File: src/rtl/mclk_rate_pkg.sv
package mclk_rate_pkg;

    typedef logic [1:0] rate_code_t;

    // Classification result of one measured frame
    typedef struct packed {
        logic       hit;   // length fell inside a window
        rate_code_t code;  // rate code of that window
        logic       ext;   // 193-cycle variant
    } rate_class_t;

    // Nominal frame lengths, in priority order
    localparam int NUM_RATES = 5;

    function automatic int nominal_len(input int idx);
        case (idx)
            0:       return 1024;
            1:       return 512;
            2:       return 256;
            3:       return 192;
            default: return 193;
        endcase
    endfunction

    function automatic rate_code_t nominal_code(input int idx);
        return (idx >= 3) ? rate_code_t'(3) : rate_code_t'(idx);
    endfunction

    function automatic logic nominal_ext(input int idx);
        return (idx == 4);
    endfunction

    // The 192 and 193 windows meet without overlap: 192 owns the
    // lower side, 193 owns the upper side.
    function automatic int window_lo(input int idx, input int tol);
        return (idx == 4) ? nominal_len(idx) : nominal_len(idx) - tol;
    endfunction

    function automatic int window_hi(input int idx, input int tol);
        return (idx == 3) ? nominal_len(idx) : nominal_len(idx) + tol;
    endfunction

endpackage

File: src/rtl/fs_rise_detect.sv
module fs_rise_detect (
    input  logic clk,
    input  logic rst,
    input  logic fsync,
    output logic sync_rise
);
    logic fs_q;

    always_ff @(posedge clk) begin
        if (rst) fs_q <= 1'b0;
        else     fs_q <= fsync;
    end

    assign sync_rise = fsync & ~fs_q;
endmodule

File: src/rtl/frame_len_counter.sv
module frame_len_counter #(
    parameter int CNT_W       = 11,
    parameter int TIMEOUT_CYC = 1100
) (
    input  logic             clk,
    input  logic             rst,
    input  logic             sync_rise,
    output logic [CNT_W-1:0] frame_len,
    output logic             have_ref,
    output logic             timed_out
);
    localparam logic [CNT_W-1:0] LIMIT = CNT_W'(TIMEOUT_CYC);

    always_ff @(posedge clk) begin
        if (rst) begin
            frame_len <= '0;
            have_ref  <= 1'b0;
        end else if (sync_rise) begin
            frame_len <= CNT_W'(1);
            have_ref  <= 1'b1;
        end else if (frame_len < LIMIT) begin
            frame_len <= frame_len + CNT_W'(1);
        end
    end

    assign timed_out = (frame_len >= LIMIT);
endmodule

File: src/rtl/rate_window_classify.sv
module rate_window_classify
    import mclk_rate_pkg::*;
#(
    parameter int CNT_W = 11,
    parameter int TOL   = 1
) (
    input  logic [CNT_W-1:0] frame_len,
    output rate_class_t      cls
);
    logic [NUM_RATES-1:0] in_win;

    for (genvar gi = 0; gi < NUM_RATES; gi++) begin : g_win
        localparam int LO = window_lo(gi, TOL);
        localparam int HI = window_hi(gi, TOL);
        assign in_win[gi] = (int'(frame_len) >= LO) && (int'(frame_len) <= HI);
    end

    // Lowest index wins should windows ever touch
    always_comb begin
        cls = '0;
        for (int i = NUM_RATES - 1; i >= 0; i--) begin
            if (in_win[i]) begin
                cls.hit  = 1'b1;
                cls.code = nominal_code(i);
                cls.ext  = nominal_ext(i);
            end
        end
    end
endmodule

File: src/rtl/rate_lock_tracker.sv
module rate_lock_tracker
    import mclk_rate_pkg::*;
#(
    parameter int LOCK_FRAMES = 3
) (
    input  logic        clk,
    input  logic        rst,
    input  logic        meas_stb,
    input  rate_class_t cls,
    input  logic        timed_out,
    output rate_code_t  code_o,
    output logic        ext_o,
    output logic        valid_o
);
    localparam int SW = $clog2(LOCK_FRAMES + 1);
    localparam logic [SW-1:0] LOCK_N = SW'(LOCK_FRAMES);

    rate_class_t   last_q;
    logic [SW-1:0] streak_q, streak_d;
    logic          same;

    assign same = (streak_q != '0) && (cls.code == last_q.code) && (cls.ext == last_q.ext);

    always_comb begin
        streak_d = streak_q;
        if (meas_stb) begin
            if (!cls.hit)            streak_d = '0;
            else if (!same)          streak_d = SW'(1);
            else if (streak_q < LOCK_N) streak_d = streak_q + SW'(1);
        end else if (timed_out) begin
            streak_d = '0;
        end
    end

    always_ff @(posedge clk) begin
        if (rst) begin
            last_q   <= '0;
            streak_q <= '0;
            code_o   <= '0;
            ext_o    <= 1'b0;
            valid_o  <= 1'b0;
        end else begin
            streak_q <= streak_d;
            valid_o  <= (streak_d == LOCK_N);
            if (meas_stb && cls.hit) last_q <= cls;
            if (meas_stb && cls.hit && streak_d == LOCK_N) begin
                code_o <= cls.code;
                ext_o  <= cls.ext;
            end
        end
    end
endmodule

File: src/rtl/mclk_rate_detect.sv
module mclk_rate_detect
    import mclk_rate_pkg::*;
#(
    parameter int TIMEOUT_CYC = 1100,
    parameter int LOCK_FRAMES = 3,
    parameter int TOL         = 1
) (
    input  logic       clk,
    input  logic       rst,
    input  logic       fsync,
    output logic [1:0] rate_code,
    output logic       rate_193,
    output logic       rate_valid
);
    localparam int MAX_LEN = (TIMEOUT_CYC > 1024 + TOL) ? TIMEOUT_CYC : 1024 + TOL;
    localparam int CNT_W   = $clog2(MAX_LEN + 1);

    logic             sync_rise;
    logic [CNT_W-1:0] frame_len;
    logic             have_ref;
    logic             timed_out;
    rate_class_t      cls;
    rate_code_t       code_w;

    fs_rise_detect u_rise (
        .clk       (clk),
        .rst       (rst),
        .fsync     (fsync),
        .sync_rise (sync_rise)
    );

    frame_len_counter #(.CNT_W(CNT_W), .TIMEOUT_CYC(TIMEOUT_CYC)) u_cnt (
        .clk       (clk),
        .rst       (rst),
        .sync_rise (sync_rise),
        .frame_len (frame_len),
        .have_ref  (have_ref),
        .timed_out (timed_out)
    );

    rate_window_classify #(.CNT_W(CNT_W), .TOL(TOL)) u_cls (
        .frame_len (frame_len),
        .cls       (cls)
    );

    rate_lock_tracker #(.LOCK_FRAMES(LOCK_FRAMES)) u_lock (
        .clk       (clk),
        .rst       (rst),
        .meas_stb  (sync_rise & have_ref),
        .cls       (cls),
        .timed_out (timed_out),
        .code_o    (code_w),
        .ext_o     (rate_193),
        .valid_o   (rate_valid)
    );

    assign rate_code = code_w;
endmodule

File: config.mk
export PLATFORM = sky130hd
export DESIGN_NAME = mclk_rate_detect
export DESIGN_NICKNAME = d
export VERILOG_FILES = /design/src/rtl/mclk_rate_pkg.sv /design/src/rtl/fs_rise_detect.sv /design/src/rtl/frame_len_counter.sv /design/src/rtl/rate_window_classify.sv /design/src/rtl/rate_lock_tracker.sv /design/src/rtl/mclk_rate_detect.sv
export SDC_FILE = /design/constraint.sdc
export NUM_CORES = 1
export LEC_CHECK = 0
export BUFFER_PORTS_ARGS = -buffer_cell sky130_fd_sc_hd__buf_2
export CAP_MARGIN = 10
export CORE_UTILIZATION = 25
export CTS_CLUSTER_SIZE = 30
export DETAILED_ROUTE_END_ITERATION = 16
export GPL_ROUTABILITY_DRIVEN = 1
export GPL_TIMING_DRIVEN = 0
export SYNTH_ARGS = -nofsm -noshare
export SYNTH_HDL_FRONTEND = slang
export SYNTH_SLANG_ARGS = --single-unit
File: constraint.sdc
create_clock -name clk -period 3.7 [get_ports clk]
set_input_delay 0.185 -clock clk [delete_from_list [all_inputs] [get_ports clk]]
set_output_delay 0.185 -clock clk [all_outputs]
set_load 0.05 [all_outputs]
-- Yosys cells after proc, flatten, opt, wreduce, memory -nomap -nowiden
Cells that the tools add are included.
- add/subtract/negate cells: 2
- magnitude comparators: 13
- eq/ne operators: 3
- multiplexer cells: 12
- bitwise operators: 3
- reductions and logical operators: 12
- operators with widths (cell ; number):
    $ge 11x8->1 const B ; 3
    $le 11x8->1 const B ; 2
    $mux 4 ; 5
    $add 11x1->11 const B ; 1
    $ge 11x10->1 const B ; 1
    $ge 11x11->1 const B ; 1
    $ge 11x9->1 const B ; 1
    $le 11x10->1 const B ; 1
    $le 11x11->1 const B ; 1
    $le 11x9->1 const B ; 1
    $lt 11x11->1 const B ; 1
    $mux 2 ; 5
    $logic_and 1x1->1 ; 9
    $reduce_bool 2->1 ; 2
    $add 2x1->2 const B ; 1
    $and 1x1->1 ; 2
    $eq 2x2->1 ; 1
    $eq 2x2->1 const B ; 1
    $lt 2x2->1 const B ; 1
    $mux 1 ; 2
    $reduce_or 2->1 ; 1
    $eq 1x1->1 ; 1
    $not 1->1 ; 1
- register bits: 22
- input port bits: 3
- word-level logic and storage cells: 55

-- Logic depth before layout (Yosys ltp)
Gate-level depths: netlist of the first run.
- word-level depth: 15
- gate-level depth with buffers: 9

-- By module
From an unflattened synthesis of the first run, not the netlist that was laid out.
- cell total of the unflattened synthesis: 151
- area total of the unflattened synthesis: 1282.5 um2
- by module, submodules not included (module ; times used ; cells an instance ; area each (um2) ; seq. area each (um2)):
    frame_len_counter ; 1 ; 69 ; 614.3 ; 240.2
    rate_lock_tracker ; 1 ; 44 ; 390.4 ; 180.2
    rate_window_classify ; 1 ; 34 ; 224.0 ; 0.0
    fs_rise_detect ; 1 ; 3 ; 47.5 ; 20.0
    mclk_rate_detect ; 1 ; 1 ; 6.3 ; 0.0

-- Least setup slack after synthesis of the first run
Ideal clock, no wire load.
- path kind: reg-to-reg
- start point: register u_cnt.frame_len[1]
- end point: register u_lock.code_o[0]
- library setup time: 123 ps
- arrival: 2472 ps
- required time: 3577 ps
- slack: 1105 ps
- stages on the path, launching flop included: 10
- period minus slack after synthesis: 2595 ps
- cell sequence: dfxtp_1 > inv_1 > ha_1 > or3_1 > nand4_1 > inv_1 > or4_1 > a211oi_2 > nand3_2 > mux2_1
- longest elaborated chain between the ends: 15
- elaborated cells on any way between the ends: 32
- ends and longest elaborated chain (item ; RTL line ; RTL):
    from (decl) ; frame_len_counter.sv:8 ; output logic [CNT_W-1:0] frame_len,
    from (signal assigned) ; frame_len_counter.sv:22 ; frame_len <= frame_len + CNT_W'(1);
    $ge 11x8->1 / $le 11x8->1 (equally long branches) ; rate_window_classify.sv:15 ; assign in_win[gi] = (int'(frame_len) >= LO) && (int'(frame_len) <= HI);
    $logic_and 1x1->1 ; rate_window_classify.sv:15 ;
    $mux 4 (5 in series) ; rate_window_classify.sv:22 ; if (in_win[i]) begin
    $eq 2x2->1 ; rate_lock_tracker.sv:22 ; assign same = (streak_q != '0) && (cls.code == last_q.code) && (cls.ext == last_q.ext);
    $logic_and 1x1->1 (2 in series) ; rate_lock_tracker.sv:22 ;
    $mux 2 ; rate_lock_tracker.sv:28 ; else if (!same) streak_d = SW'(1);
    $mux 2 ; rate_lock_tracker.sv:27 ; if (!cls.hit) streak_d = '0;
    $mux 2 ; rate_lock_tracker.sv:26 ; if (meas_stb) begin
    $eq 2x2->1 ; rate_lock_tracker.sv:46 ; if (meas_stb && cls.hit && streak_d == LOCK_N) begin
    $logic_and 1x1->1 ; rate_lock_tracker.sv:46 ;
    to (signal assigned) ; rate_lock_tracker.sv:47 ; code_o <= cls.code;
    to (decl) ; rate_lock_tracker.sv:11 ; output rate_code_t code_o,
Several ways; a longest one is shown, not always the timed one.
A chain may end at the register's enable or synchronous reset.

-- Final worst setup path of the first run
Ends and elaborated chain as after synthesis.

==> flow_summary.ini, run 1 <==
[die]
num_io_pins = 7
start_util_pct = 26.0
placementRows = 25
coreArea_sq_um = 4720
die_area_sq_um = 5200
die_x_um = 72.1
dieHeight_um = 72.1

[timing]
fin_setup_tns_ns = 0
tightest_slew_ns = 0.504
fin_crit_ns = 2.90
rsz0062_at_grt = no
hold_viol_final = 0
layout_setup_ws_ns = 0.800
fin_crit_sh_pct = 78.4
clock_skew_ns = 0.00398
maxClockFrequency_ghz = 0.345
finalSetupViolCount = 0
whs_ns = 0.152
slew_headroom_pct = 66.1
timing.final.max_slew_violations = 0

[yosys]
yosysTopAreaCellShare_pct = 35.8
synthSimpleGateAreaFrac_pct = 30.9
ys_warn_count = 0
yosysSeqAreaShare_pct = 35.8
synth_nets = 156
syn_area_sq_um = 1230
synth_top_family_by_area = simple AND/OR/NAND/NOR gates
synthFlopType = dfxtp_1
synthTopCellsByArea = dfxtp_1, nor2_1, xnor2_1
yosysMostFrequentCell = nor2_1
synth_compound_area_share_pct = 15.7
synth-async-reset-ratio_pct = 0
syn_inst = 150
synth_edf_count = 0
synth_xor_area_share_pct = 7.13
synth_common_cells = nor2_1, dfxtp_1, nand2_1, a21oi_1, nor3_1
syn_avg_cell_area_sq_um = 8.19
synth.area.mux_share_pct = 3.56
synth.distinct_cells = 40
synth_top_cell_by_area = dfxtp_1
ys_ff_latch = 22
synth_adder_area_share_pct = 3.05

[placed_design]
port_buffers = 6
dp_cells = 223
dp_hpwl_um = 1730
place.gp.congestion = 0.799
place_ws_ns = 0.852

[drt]
vias = 1044
ant_nets = 0
wire_per_inst_um = 10.3
viasPerCell = 4.60
drc = 0
totalWireLength_um = 2350
drt_iter0_markers = 36
firstDrtPassIters = 4

[final_layout]
nNetsFinal = 167
multi_input_area_sq_um = 741
n_antenna_cell = 0
final_util_pct = 29.9
finalNonFillerCells = 227
drive_above_1_share_pct = 11.9
seq_area_sq_um = 440
fillCellCount = 520
area_delta_synth_final_pct = 15.1

[critical_path]
crit_required_ns = 3.86
crit_family = simple AND/OR/NAND/NOR gates
path_class = reg -> reg
slowest_stage = or4_1
setup.worst_path.end_class = register
cp_max_fo = 9
slowest_delay_ns = 0.53
cp_num_buf_inv = 2
arrival_ns = 3.06
timing.critical_path.cells = inv_1, ha_1, or3_1, nand4_1, inv_1, or4_1, a211oi_2, nand3_2, mux2_1
cpMostUsedCell = inv_1
worst_setup_path_start_kind = register

[pwr]
p_per_area_nw_per_um2 = 352
ir_drop_v = 0.000102
leakage_nw = 0.515

[clocking]
clock-sinks = 22
cts_buffer_depth = 2
post_cts_buffers = 0
cts_tree = done
clock_latency_ns = 0.27
cts_root_buffer = clkbuf_8
cts_resized = 0
numCtsBuffers = 3
cts_htree_levels = 1
holdBufCountCts = 0
path_clk_slew_ns = 0.09

[run_status]
status = finished, final reports clean

[grt]
grt_pass1_vias = 998
grt_pass1_wl_um = 4170
grt.total_usage_pct = 9.96
grt-ovfl-total = 0
antenna_found_initial = 0
grt_max_degree = 14

[run]
max-cap-violations = 0

[min_path]
hold_path.class = in -> reg
## per-layer routing
layer	global-route usage (%)	up-vias	routed length, um
met5	0	-	0
met4	4.79	0	39
met3	1.94	4	32
met2	16.0	8	1050
met1	12.8	488	1230
li1	-	544	-
## final timing paths
kind / from / to / slack (ns) / cells past startpoint
worst max-delay path: u_cnt.frame_len[1] / u_lock.code_o[0] / 0.80 / 9
worst min-delay path: fsync / u_rise.fs_q / 0.15 / 2
worst max register to register: u_cnt.frame_len[1] / u_lock.code_o[0] / 0.80 / 9
worst min register to register: u_cnt.have_ref / u_cnt.have_ref / 0.50 / 2
## layout by cell type, fill, tap and decap left out, types with 4 or more instances in the layout
| cell | instances |
|---|---|
| nor2_1 | 26 |
| dfxtp_1 | 22 |
| nand2_1 | 9 |
| buf_2 | 8 |
| nor3_1 | 8 |
| a21oi_1 | 8 |
| nor2b_1 | 7 |
| xnor2_1 | 7 |
| clkbuf_1 | 6 |
| nand3_1 | 6 |
| nand4_1 | 5 |
| inv_1 | 4 |
## cell families after synthesis
family	count (synthesis)
xor gates and xnor gates	10
AOI/OAI and AO/OA	27
buffers and inverters	12
and+or+nand+nor	72
muxes	4
DFF	22
adders and majority gates	3
## where the power goes
group	switching (mW)	internal (mW)	leakage, nW
registers	0.00448	0.240	0.178
logic	0.0157	0.00870	0.301
clock network	0.0850	0.145	0.0357
## area by class of cell
class | instances | share of cell area [%]
buffer | 8 | 2.30
sequential | 22 | 31.2
tap | 67 | 5.93
clock inverter | 1 | 2.12
multi-input combinational | 116 | 52.4
timing repair buffer | 6 | 2.12
clock buffer | 3 | 2.92
inverter | 4 | 1.06
## stage by stage
step | total power [mW] | area (sq um)
floorplan | 0.267 | 1230
global placement | 0.274 | 1340
detailed placement | 0.274 | 1340
CTS | 0.503 | 1410
global route | 0.515 | 1410
finish | 0.498 | 1410
## sequential cells by signal, indices dropped and copies added, names as in the netlist
name / cells
u_cnt.frame_len: 11
u_cnt.have_ref: 1
u_lock.code_o: 2
u_lock.ext_o: 1
u_lock.last_q: 3
u_lock.streak_q: 2
u_lock.valid_o: 1
u_rise.fs_q: 1
Note: power is estimated with default switching activity, not from simulation.
==> inputs of run 2 (changes only) <==
--- a/config.mk
+++ b/config.mk
@@ -5,6 +5,7 @@
 export SDC_FILE = /design/constraint.sdc
 export NUM_CORES = 1
 export LEC_CHECK = 0
+export ABC_AREA = 1
 export BUFFER_PORTS_ARGS = -buffer_cell sky130_fd_sc_hd__buf_2
 export CAP_MARGIN = 10
 export CORE_UTILIZATION = 25
==> constraint.sdc (replaced) <==
create_clock -name clk -period 2.35 [get_ports clk]
set_input_delay 0.1175 -clock clk [delete_from_list [all_inputs] [get_ports clk]]
set_output_delay 0.1175 -clock clk [all_outputs]
set_load 0.05 [all_outputs]
==> flow_summary.ini, run 2 <==
[yosys]
yosysSeqAreaShare_pct = 31.5
synthSimpleGateAreaFrac_pct = 39.7
synthTopCellsByArea = dfxtp_1, nand2_1, inv_1
synth_top_cell_by_area = dfxtp_1
synth-async-reset-ratio_pct = 0
yosysTopAreaCellShare_pct = 31.5
ys_ff_latch = 22
synth_xor_area_share_pct = 0.626
ys_warn_count = 0
synth_compound_area_share_pct = 14.8
synthFlopType = dfxtp_1
synth_edf_count = 0
synth_nets = 219
syn_avg_cell_area_sq_um = 6.57
synth_common_cells = nand2_1, inv_1, nor2_1, dfxtp_1, nand3_1
synth_adder_area_share_pct = 2.68
syn_inst = 213
synth.area.mux_share_pct = 0
synth.distinct_cells = 29
yosysMostFrequentCell = nand2_1
syn_area_sq_um = 1400
synth_top_family_by_area = simple AND/OR/NAND/NOR gates

[drt]
drc = 0
ant_nets = 0
wire_per_inst_um = 9.50
vias = 1285
firstDrtPassIters = 4
totalWireLength_um = 2780
viasPerCell = 4.39
drt_iter0_markers = 103

[grt]
grt_max_degree = 14
antenna_found_initial = 0
grt-ovfl-total = 0
grt.total_usage_pct = 10.4
grt_pass1_wl_um = 5060
grt_pass1_vias = 1194

[pwr]
ir_drop_v = 0.000187
p_per_area_nw_per_um2 = 499
leakage_nw = 0.658

[timing]
fin_setup_tns_ns = 0
fin_crit_sh_pct = 89.3
slew_headroom_pct = 61.1
finalSetupViolCount = 0
clock_skew_ns = 0.00681
tightest_slew_ns = 0.579
timing.final.max_slew_violations = 0
hold_viol_final = 0
rsz0062_at_grt = no
fin_crit_ns = 2.10
whs_ns = 0.0521
maxClockFrequency_ghz = 0.477

[placed_design]
dp_hpwl_um = 2120
place.gp.congestion = 0.789
place_area_sq_um = 1520
port_buffers = 6

[critical_path]
setup.worst_path.end_class = register
cp_max_fo = 6
worst_setup_path_start_kind = register
arrival_ns = 2.27
path_class = reg -> reg
crit_required_ns = 2.52

[final_layout]
reg_top3 = u_cnt.frame_len x11, u_lock.last_q x3
final_cell_mix = nand2_1, inv_1, nor2_1, dfxtp_1, nand3_1
n_antenna_cell = 0
final_common_cell = nand2_1
top_register = u_cnt.frame_len
nNetsFinal = 230
area_delta_synth_final_pct = 13.5
final_design_area_no_fill_sq_um = 1590
largest_register_ffs = 11
drive_above_1_share_pct = 18.8

[clocking]
clock_latency_ns = 0.27
cts_buffer_depth = 2
cts_tree = done
clock-sinks = 22
cts_htree_levels = 1
path_clk_slew_ns = 0.09
holdBufCountCts = 0
cts_resized = 0
cts_root_buffer = clkbuf_8
post_cts_buffers = 0
numCtsBuffers = 3

[min_path]
hold_path.class = in -> reg

[die]
die_area_sq_um = 5900
num_io_pins = 7
die_x_um = 76.8
dieHeight_um = 76.8
placementRows = 26
start_util_pct = 26.7
coreArea_sq_um = 5240

[run_status]
status = finished, final reports clean

[run]
max-cap-violations = 0
[run 2: changes by cell type in the layout (fill, tap and decap cells not counted), sizes merged, moves of 5 or more]
cell,previous run,this run
a21oi,8,13
clkbuf,9,3
inv,4,38
nand2,9,58
nand3,7,16
nand4,6,1
nor2,26,36
nor2b,7,0
o21ai,3,8
xnor2,7,0
[run 2: layout make-up]
cell class,count,area [sq um]
clock buffers,3,41.3
multi-input cells,152,808
plain buffers,1,7.51
inverters,38,143
clock inverters,1,30.0
fillers,574,3650
well taps,70,87.6
repair buffers,6,30.0
flip-flops and latches,22,440
[run 2: logic make-up after synthesis]
logic type	count (synthesis)
AND/OR/NAND/NOR	117
buffers and inverters	39
AO/OA/AOI/OAI	31
flip-flops	22
adder cells (fa/ha/maj)	3
XOR/XNOR	1
[run 2: power breakdown]
part,internal (mW),switching (mW)
clock network,0.228,0.139
logic,0.0136,0.0286
registers,0.378,0.00439
total,0.619,0.172
[run 2: metrics by stage]
step                      utilization [%]  instances  power, mW  setup slack [ns]
after floorplan                         -        213      0.422             0.494
after global placement               29.0        289      0.433             0.280
after detailed placement             29.0        289      0.433             0.257
after CTS                            30.3        293      0.800             0.246
after global routing                 30.3        293      0.826            0.0211
final                                30.3        293      0.792             0.251
[run 2: worst max-delay path, cell delays in order, from the launching register on]
cell,delay (ns)
dfxtp_1,0.37
ha_1,0.23
inv_1,0.08
nor2_2,0.05
nand2_2,0.09
nand2_2,0.09
nand2_1,0.08
nand2_2,0.08
a21oi_4,0.16
nand2_1,0.11
nand2_1,0.09
nand3_2,0.08
nor2_4,0.15
nand3_1,0.08
a21oi_1,0.18
nor2_1,0.07
[run 2: worst paths after layout]
kind                                          from             end  slack [ns]  depth (start not counted)
worst max-delay path            u_cnt.frame_len[0]  u_lock.valid_o        0.25                         15
worst min-delay path                         fsync     u_rise.fs_q        0.05                          3
worst max register to register  u_cnt.frame_len[0]  u_lock.valid_o        0.25                         15
worst min register to register      u_cnt.have_ref  u_cnt.have_ref        0.46                          2
[run 2: routing by layer]
| metal | global-route usage, % | share of wire [%] | vias up |
|---|---|---|---|
| met5 | 0 | 0 | - |
| met4 | 5.19 | 2.0 | 0 |
| met3 | 1.43 | 1.1 | 4 |
| met2 | 17.3 | 45 | 9 |
| met1 | 13.0 | 52 | 580 |
| li1 | - | - | 692 |
